## config.mk

```make
export PLATFORM = sky130hd
export DESIGN_NAME = p224_final_reducer
export DESIGN_NICKNAME = d
export VERILOG_FILES = /design/src/rtl/p224_red_pkg.sv /design/src/rtl/p224_multiple_gen.sv /design/src/rtl/p224_limb_sub.sv /design/src/rtl/p224_correct_stage.sv /design/src/rtl/p224_final_reducer.sv
export SDC_FILE = /design/constraint.sdc
export NUM_CORES = 2
export LEC_CHECK = 0
export BUFFER_PORTS_ARGS = -buffer_cell sky130_fd_sc_hd__buf_2
export CAP_MARGIN = 5
export CORE_MARGIN = 2
export CORE_UTILIZATION = 56
export CTS_CLUSTER_DIAMETER = 40
export DETAILED_ROUTE_END_ITERATION = 8
export PLACE_DENSITY = 0.78
export SKIP_LAST_GASP = 1
export SYNTH_ARGS = -nofsm -noshare
export SYNTH_HDL_FRONTEND = slang
export SYNTH_SLANG_ARGS = --single-unit
export TNS_END_PERCENT = 10
```

## constraint.sdc

```tcl
create_clock -name clk -period 24.1 [get_ports clk]
set_clock_uncertainty 0.05 [all_clocks]
set_input_delay 3.615 -clock clk [delete_from_list [all_inputs] [get_ports clk]]
set_output_delay 3.615 -clock clk [all_outputs]
set_load 0.02 [all_outputs]
```

## src/rtl/p224_red_pkg.sv

```systemverilog
package p224_red_pkg;
   localparam int unsigned LIMB_W    = 32;
   localparam int unsigned NUM_LIMBS = 8;
   localparam int unsigned WORD_W    = LIMB_W * NUM_LIMBS;
   localparam int unsigned RES_W     = WORD_W - LIMB_W;
   localparam int unsigned T_W       = 3;
   localparam logic [255:0] P224_VAL =
      (256'd1 << 224) - (256'd1 << 96) + 256'd1;
endpackage

```

## src/rtl/p224_multiple_gen.sv

```systemverilog
module p224_multiple_gen #(
   parameter int unsigned LIMB_W    = 32,
   parameter int unsigned NUM_LIMBS = 8,
   parameter int unsigned T_W       = 3
) (
   input  logic [T_W-1:0]              t,
   output logic [LIMB_W*NUM_LIMBS-1:0] mult
);
   logic              nz;
   logic [LIMB_W-1:0] t_ext;
   logic [LIMB_W-1:0] mask;

   assign nz    = |t;
   assign t_ext = LIMB_W'(t);
   assign mask  = {LIMB_W{nz}};

   for (genvar i = 0; i < NUM_LIMBS; i++) begin : g_limb
      if (i == 0) begin : g_low
         assign mult[i*LIMB_W +: LIMB_W] = t_ext;
      end else if (i == 1 || i == 2) begin : g_zero
         assign mult[i*LIMB_W +: LIMB_W] = '0;
      end else if (i == 3) begin : g_neg
         assign mult[i*LIMB_W +: LIMB_W] = '0 - t_ext;
      end else if (i == NUM_LIMBS - 1) begin : g_top
         assign mult[i*LIMB_W +: LIMB_W] = (t_ext - LIMB_W'(1)) & mask;
      end else begin : g_ones
         assign mult[i*LIMB_W +: LIMB_W] = mask;
      end
   end
endmodule

```

## src/rtl/p224_limb_sub.sv

```systemverilog
module p224_limb_sub #(
   parameter int unsigned LIMB_W    = 32,
   parameter int unsigned NUM_LIMBS = 8
) (
   input  logic [LIMB_W*NUM_LIMBS-1:0] a,
   input  logic [LIMB_W*NUM_LIMBS-1:0] b,
   output logic [LIMB_W*NUM_LIMBS-1:0] diff,
   output logic                        borrow_out
);
   logic [NUM_LIMBS:0] br;

   assign br[0] = 1'b0;

   for (genvar i = 0; i < NUM_LIMBS; i++) begin : g_limb
      logic [LIMB_W:0] part;
      assign part = {1'b0, a[i*LIMB_W +: LIMB_W]}
                  - {1'b0, b[i*LIMB_W +: LIMB_W]}
                  - (LIMB_W+1)'(br[i]);
      assign diff[i*LIMB_W +: LIMB_W] = part[LIMB_W-1:0];
      assign br[i+1] = part[LIMB_W];
   end

   assign borrow_out = br[NUM_LIMBS];
endmodule

```

## src/rtl/p224_correct_stage.sv

```systemverilog
module p224_correct_stage
   import p224_red_pkg::*;
#(
   parameter int unsigned LIMB_W     = 32,
   parameter int unsigned NUM_LIMBS  = 8,
   parameter bit          FULL_STAGE = 1'b1
) (
   input  logic [LIMB_W*NUM_LIMBS-1:0]          r1,
   input  logic                                 full_mode,
   output logic [LIMB_W*NUM_LIMBS-LIMB_W-1:0]   res,
   output logic                                 extra
);
   localparam int unsigned W_W = LIMB_W * NUM_LIMBS;
   localparam int unsigned R_W = W_W - LIMB_W;
   localparam logic [W_W-1:0] PMOD = W_W'(P224_VAL);

   logic [W_W-1:0] sub_b;
   logic [W_W-1:0] r2;
   logic           unused_br_fix;

   assign extra = |r1[W_W-1:R_W];
   assign sub_b = PMOD & {W_W{extra}};

   p224_limb_sub #(.LIMB_W(LIMB_W), .NUM_LIMBS(NUM_LIMBS)) u_fix (
      .a(r1), .b(sub_b), .diff(r2), .borrow_out(unused_br_fix)
   );

   if (FULL_STAGE) begin : g_full
      logic [W_W-1:0] d;
      logic           brw;
      logic           take;
      logic [W_W-1:0] unused_hi;
      p224_limb_sub #(.LIMB_W(LIMB_W), .NUM_LIMBS(NUM_LIMBS)) u_cmp (
         .a(r2), .b(PMOD), .diff(d), .borrow_out(brw)
      );
      assign take      = full_mode & ~brw;
      assign res       = take ? d[R_W-1:0] : r2[R_W-1:0];
      assign unused_hi = {d[W_W-1:R_W], r2[W_W-1:R_W], {R_W{1'b0}}};
   end else begin : g_redundant
      logic [W_W-R_W:0] unused_hi;
      assign res       = r2[R_W-1:0];
      assign unused_hi = {full_mode, r2[W_W-1:R_W]};
   end
endmodule

```

## src/rtl/p224_final_reducer.sv

```systemverilog
module p224_final_reducer
   import p224_red_pkg::*;
#(
   parameter int unsigned LIMB_W     = 32,
   parameter int unsigned NUM_LIMBS  = 8,
   parameter int unsigned T_W        = 3,
   parameter bit          FULL_STAGE = 1'b1
) (
   input  logic                                  clk,
   input  logic                                  rst_n,
   input  logic                                  in_valid,
   input  logic                                  full_mode,
   input  logic [LIMB_W*NUM_LIMBS-1:0]           in_word,
   output logic                                  done,
   output logic                                  extra_sub,
   output logic [LIMB_W*NUM_LIMBS-LIMB_W-1:0]    result
);
   localparam int unsigned W_W = LIMB_W * NUM_LIMBS;
   localparam int unsigned R_W = W_W - LIMB_W;

   if (LIMB_W != 32) begin : g_bad_limb
      $error("p224_final_reducer: multiple rules need 32-bit limbs");
   end
   if (NUM_LIMBS != 8) begin : g_bad_count
      $error("p224_final_reducer: eight limbs are required");
   end
   if (T_W < 3 || T_W > LIMB_W) begin : g_bad_t
      $error("p224_final_reducer: count field must hold 0..4");
   end

   logic [T_W-1:0]       t;
   logic [W_W-1:0]       mult;
   logic [W_W-1:0]       r1;
   logic                 unused_br_main;
   logic [W_W-R_W-T_W-1:0] unused_top;

   assign t          = in_word[R_W +: T_W];
   assign unused_top = in_word[W_W-1:R_W+T_W];

   p224_multiple_gen #(.LIMB_W(LIMB_W), .NUM_LIMBS(NUM_LIMBS), .T_W(T_W)) u_gen (
      .t(t), .mult(mult)
   );

   p224_limb_sub #(.LIMB_W(LIMB_W), .NUM_LIMBS(NUM_LIMBS)) u_main (
      .a(in_word), .b(mult), .diff(r1), .borrow_out(unused_br_main)
   );

   logic           s1_valid;
   logic           s1_mode;
   logic [W_W-1:0] s1_val;

   always_ff @(posedge clk or negedge rst_n) begin
      if (!rst_n) begin
         s1_valid <= 1'b0;
         s1_mode  <= 1'b0;
         s1_val   <= '0;
      end else begin
         s1_valid <= in_valid;
         if (in_valid) begin
            s1_mode <= full_mode;
            s1_val  <= r1;
         end
      end
   end

   logic [R_W-1:0] res_c;
   logic           extra_c;

   p224_correct_stage #(
      .LIMB_W(LIMB_W), .NUM_LIMBS(NUM_LIMBS), .FULL_STAGE(FULL_STAGE)
   ) u_fix (
      .r1(s1_val), .full_mode(s1_mode), .res(res_c), .extra(extra_c)
   );

   always_ff @(posedge clk or negedge rst_n) begin
      if (!rst_n) begin
         done      <= 1'b0;
         extra_sub <= 1'b0;
         result    <= '0;
      end else begin
         done      <= s1_valid;
         extra_sub <= s1_valid & extra_c;
         if (s1_valid) begin
            result <= res_c;
         end
      end
   end
endmodule

```

==> implementation parameters <==
Parameter                              Value

Status
  Outcome ... finished with violations
  Failing checks ... setup timing

Logic synthesis
  Synthesized instance count ... 6,477
  Share of the synthesized area in the top cell type ... 23.7%
  Syn. warnings ... 0
  Average footprint of a synthesized cell ... 7.88 sq um
  Leading register cell type out of synthesis ... sky130_fd_sc_hd__dfrtp_1
  Portion of the post-synthesis area used by sequential elements ... 23.7%
  Synth unique cells ... 95
  Number of synthesized flops with an enable pin ... 0
  Synth Cell Area ... 51,000 sq um
  Most area-hungry cell type in the Yosys netlist ... sky130_fd_sc_hd__dfrtp_1
  Synthesized Nets ... 7,466
  Synthesis-stage register bit count ... 484
  Dominant cells by area after synthesis ... sky130_fd_sc_hd__dfrtp_1, sky130_fd_sc_hd__ha_1, sky130_fd_sc_hd__inv_1
  Fraction of registers with async set/reset ... 100%

GRT
  Total global routing track utilization ... 30.0%
  Vias in the first global route ... 46.4k
  Global-route wire length before repair ... 231,000 um
  Grt total ovfl ... 0
  Antenna violations before repair ... 10
  Largest net degree at the start of global routing ... 199

Finish
  Nets ... 8,356
  Layout fillers ... 7,140
  Post-synthesis to final-layout area growth ... 23.7%
  Multi-input combinational cell area ... 35,500 sq um
  Fraction of final layout cells with drive strength greater than 1 ... 20.3%
  Register area ... 12,100 sq um
  Finished Core Util ... 70.0%

Timing
  Relative max-transition margin ... 21.9%
  Crit path time final ... 25,640 ps
  Total count of hold-check failures in the final report ... 0
  Slew at the pin with the worst max-slew slack ... 1160 ps
  Max Clock Freq ... 39.0 MHz
  Post-route worst setup slack ... -1540 ps
  Setup repair after global routing missed its margin ... yes
  Final count of pins violating max slew ... 0
  Setup violations, final ... 26
  Setup TNS Final ... -24,430 ps
  Post-route fraction of the period consumed by the critical path ... 106%

Worst setup path
  Setup slack of the most critical reg-to-reg path ... 670 ps
  Most used cell, CP ... sky130_fd_sc_hd__o21ai_2
  Cell with the largest stage delay on the worst path ... sky130_fd_sc_hd__fa_1
  Maximum fanout along the worst path ... 4
  Worst setup path class ... primary input to flip-flop
  Worst setup path startpoint ... in_word[226]
  Required arrival time at the worst endpoint ... 24,580 ps
  Kind of end point of the critical path ... flip-flop
  Crit path DAT ... 26,120 ps
  Launching element type of the critical path ... primary input
  Critical register-to-register path startpoint ... s1_val[22]$_DFFE_PN0P_
  CP max stage delay ... 580 ps

Floorplanning
  Y dimension of the die ... 306 um
  Area of the die ... 93,500 sq um
  DIE WIDTH ... 306 um
  Number of standard-cell rows in the floorplan ... 110
  Area of the core ... 90,100 sq um
  # IOs ... 486
  Initial cell density of the core ... 56.6%

Pwr
  Leakage ... 31.5 nW
  Sequential cell fraction of total power ... 11.7%
  Power density over cell area ... 161 nW/um^2
  Power share of the clock group ... 13.8%
  Largest voltage drop on the vdd net ... 0.000102 V
  Post-layout total power ... 10.2 mW
  Cell-internal power ... 5.30 mW
  Sw frac ... 47.9%
  Combinational power share ... 74.5%
  Switching power summed over all nets ... 4.87 mW

Clock network
  Number of levels in the clock H-tree ... 3
  CTS clk-pin slew, worst paths ... 40 ps
  Clock latency on the worst-skew pair ... 700 ps
  Clock tree from TritonCTS ... built
  Clock tree root buffer cell ... sky130_fd_sc_hd__clkbuf_16
  Hold-fix buffers, CTS ... 0
  TritonCTS buffer count ... 97
  Maximum buffer depth of the clock tree ... 3
  Clk sink count ... 484

Detailed routing
  Antenna violation net count after detailed routing ... 0
  Routed vias/inst ... 5.65
  Routed wire length per instance ... 17.2 um
  Drt total wl ... 148,000 um
  Length of the first detailed-routing pass in iterations ... 6
  Via count ... 48.7k
  Number of violations reported at the end of detailed-routing iteration 0 ... 3,585
  Post-detailed-route DRC marker count ... 0

Placement
  Count of buffers from port buffering ... 485
  Post-DP HPWL ... 111,000 um
  Final RePlAce weighted congestion ... 0.965

Min path
  Kind of path behind the tightest hold check ... flip-flop to flip-flop
  Worst hold path startpoint ... s1_val[149]$_DFFE_PN0P_

Job
  Max-cap check violation count ... 0
## cell type report
cell class                 count  share of cell area, %
inverter                    1065                   6.35
multi-input combinational   4753                   56.3
clock buffer                 111                   4.04
sequential                   484                   19.2
clock inverter                68                   1.40
tap                         1176                   2.33
timing repair buffer         966                   10.3
antenna                        7                 0.0278
## critical path, delay by kind of cell
kind / cells / cell delay, ps
AO/OA/AOI/OAI: 55 / 8810
adder cells (fa/ha/maj): 19 / 6110
AND/OR/NAND/NOR: 27 / 5630
buffers and inverters: 9 / 930
XOR/XNOR: 5 / 720
multiplexers: 1 / 260
## cells in the final DEF (no fill, tap or decap), types with 43 or more instances in the layout
cell type                      n
sky130_fd_sc_hd__o21a_1       68
sky130_fd_sc_hd__and3_1       43
sky130_fd_sc_hd__nand4_1      57
sky130_fd_sc_hd__nand2b_1     74
sky130_fd_sc_hd__buf_4       438
sky130_fd_sc_hd__nand3_1     124
sky130_fd_sc_hd__clkbuf_16   104
sky130_fd_sc_hd__nor2b_1      43
sky130_fd_sc_hd__o21bai_1     44
sky130_fd_sc_hd__nor2_1      535
sky130_fd_sc_hd__o21ai_0     313
sky130_fd_sc_hd__nor4_1       49
sky130_fd_sc_hd__or3_1        67
sky130_fd_sc_hd__mux2i_1      88
sky130_fd_sc_hd__nor3_1      142
sky130_fd_sc_hd__xor2_1      200
sky130_fd_sc_hd__inv_1      1056
sky130_fd_sc_hd__mux2_2       95
sky130_fd_sc_hd__a21oi_1     459
sky130_fd_sc_hd__nand2_1     404
sky130_fd_sc_hd__buf_2       481
sky130_fd_sc_hd__dfrtp_1     483
sky130_fd_sc_hd__xnor2_1     351
sky130_fd_sc_hd__a21o_1      140
sky130_fd_sc_hd__ha_1        684
sky130_fd_sc_hd__a31oi_1      92
## through the flow
step	hold WS [ps]	setup WS [ps]	std cells	area, sq um
5_1_grt	437	-2560	8630	63100
6_report	429	-1540	8630	63100
4_1_cts	426	-1790	8565	61600
3_3_place_gp	411	-2480	8350	57600
2_1_floorplan	340	-569	6477	51400
3_5_place_dp	417	-3060	8350	57600
## synth_stat cells (31+ instances only)
library cell               instances
sky130_fd_sc_hd__or4_1            36
sky130_fd_sc_hd__o21ai_0         346
sky130_fd_sc_hd__or3_1            74
sky130_fd_sc_hd__o21a_1           68
sky130_fd_sc_hd__a211oi_1         35
sky130_fd_sc_hd__xor2_1          200
sky130_fd_sc_hd__nor2_1          545
sky130_fd_sc_hd__or2_2            31
sky130_fd_sc_hd__xnor2_1         358
sky130_fd_sc_hd__a31oi_1          98
sky130_fd_sc_hd__and2_1           39
sky130_fd_sc_hd__nor3_1          149
sky130_fd_sc_hd__o21bai_1         46
sky130_fd_sc_hd__a21oi_1         484
sky130_fd_sc_hd__nor2b_1          46
sky130_fd_sc_hd__and3_1           46
sky130_fd_sc_hd__mux2i_1          89
sky130_fd_sc_hd__clkbuf_1        135
sky130_fd_sc_hd__nand4_1          57
sky130_fd_sc_hd__nand2_1         414
sky130_fd_sc_hd__inv_1          1065
sky130_fd_sc_hd__ha_1            710
sky130_fd_sc_hd__nor4_1           52
sky130_fd_sc_hd__nand3_1         125
sky130_fd_sc_hd__mux2_2          102
sky130_fd_sc_hd__o31ai_1          36
sky130_fd_sc_hd__nand2b_1         79
sky130_fd_sc_hd__dfrtp_1         484
sky130_fd_sc_hd__a21o_1          140
## registers in the layout, indices dropped and copies added (netlist names)
name / count
s1_val: 256
extra_sub: 1
s1_mode: 1
s1_valid: 1
result: 224
done: 1
## kinds of logic (layout without fill, tap and decap cells)
kind of cell    Yosys count  count (layout)  synth area share [%]
simple gates           1797            1798                  17.3
flops                   484             484                  23.7
other cells               0               7                     0
compound gates         1477            1477                  18.0
xor+xnor                558             558                  9.58
mux                     191             191                  4.00
fa+ha+maj               729             729                  18.2
buf+inv                1241            2210                  9.26
## timing repair
action                                  in CTS  in global routing
gates resized for setup                     50                184
buffers inserted                            35                 56
pin swaps                                   65                160
endpoints found under the setup margin     256                259
hold endpoints to repair                     0                  0
gates cloned                                 1                  7
## layer usage
metal	part of all wire (%)	GRT usage (%)	routed length [um]
met5	0.016	0	24
met4	4.9	14.0	7270
met3	5.9	4.04	8790
met2	46	50.1	68200
met1	43	38.5	64200
## power groups by stage
stage / clock network [mW] / registers [mW] / logic, mW
6_report: 1.40 / 1.19 / 7.58
3_3_place_gp: 0 / 1.19 / 7.03
5_1_grt: 1.45 / 1.21 / 8.36
3_5_place_dp: 0 / 1.20 / 7.22
4_1_cts: 1.42 / 1.19 / 7.33
2_1_floorplan: 0 / 1.33 / 5.09
## final timing paths
check                                          endpoint  cells past startpoint
worst max-delay path            s1_val[247]$_DFFE_PN0P_                    116
worst min-delay path            s1_val[149]$_DFFE_PN0P_                      1
worst max register to register  result[130]$_DFFE_PN0P_                    111
worst min register to register  s1_val[149]$_DFFE_PN0P_                      1
max in group asynchronous       s1_val[144]$_DFFE_PN0P_                      4
min in group asynchronous        result[74]$_DFFE_PN0P_                      1
No activity file was read; power rests on OpenSTA's default activity.
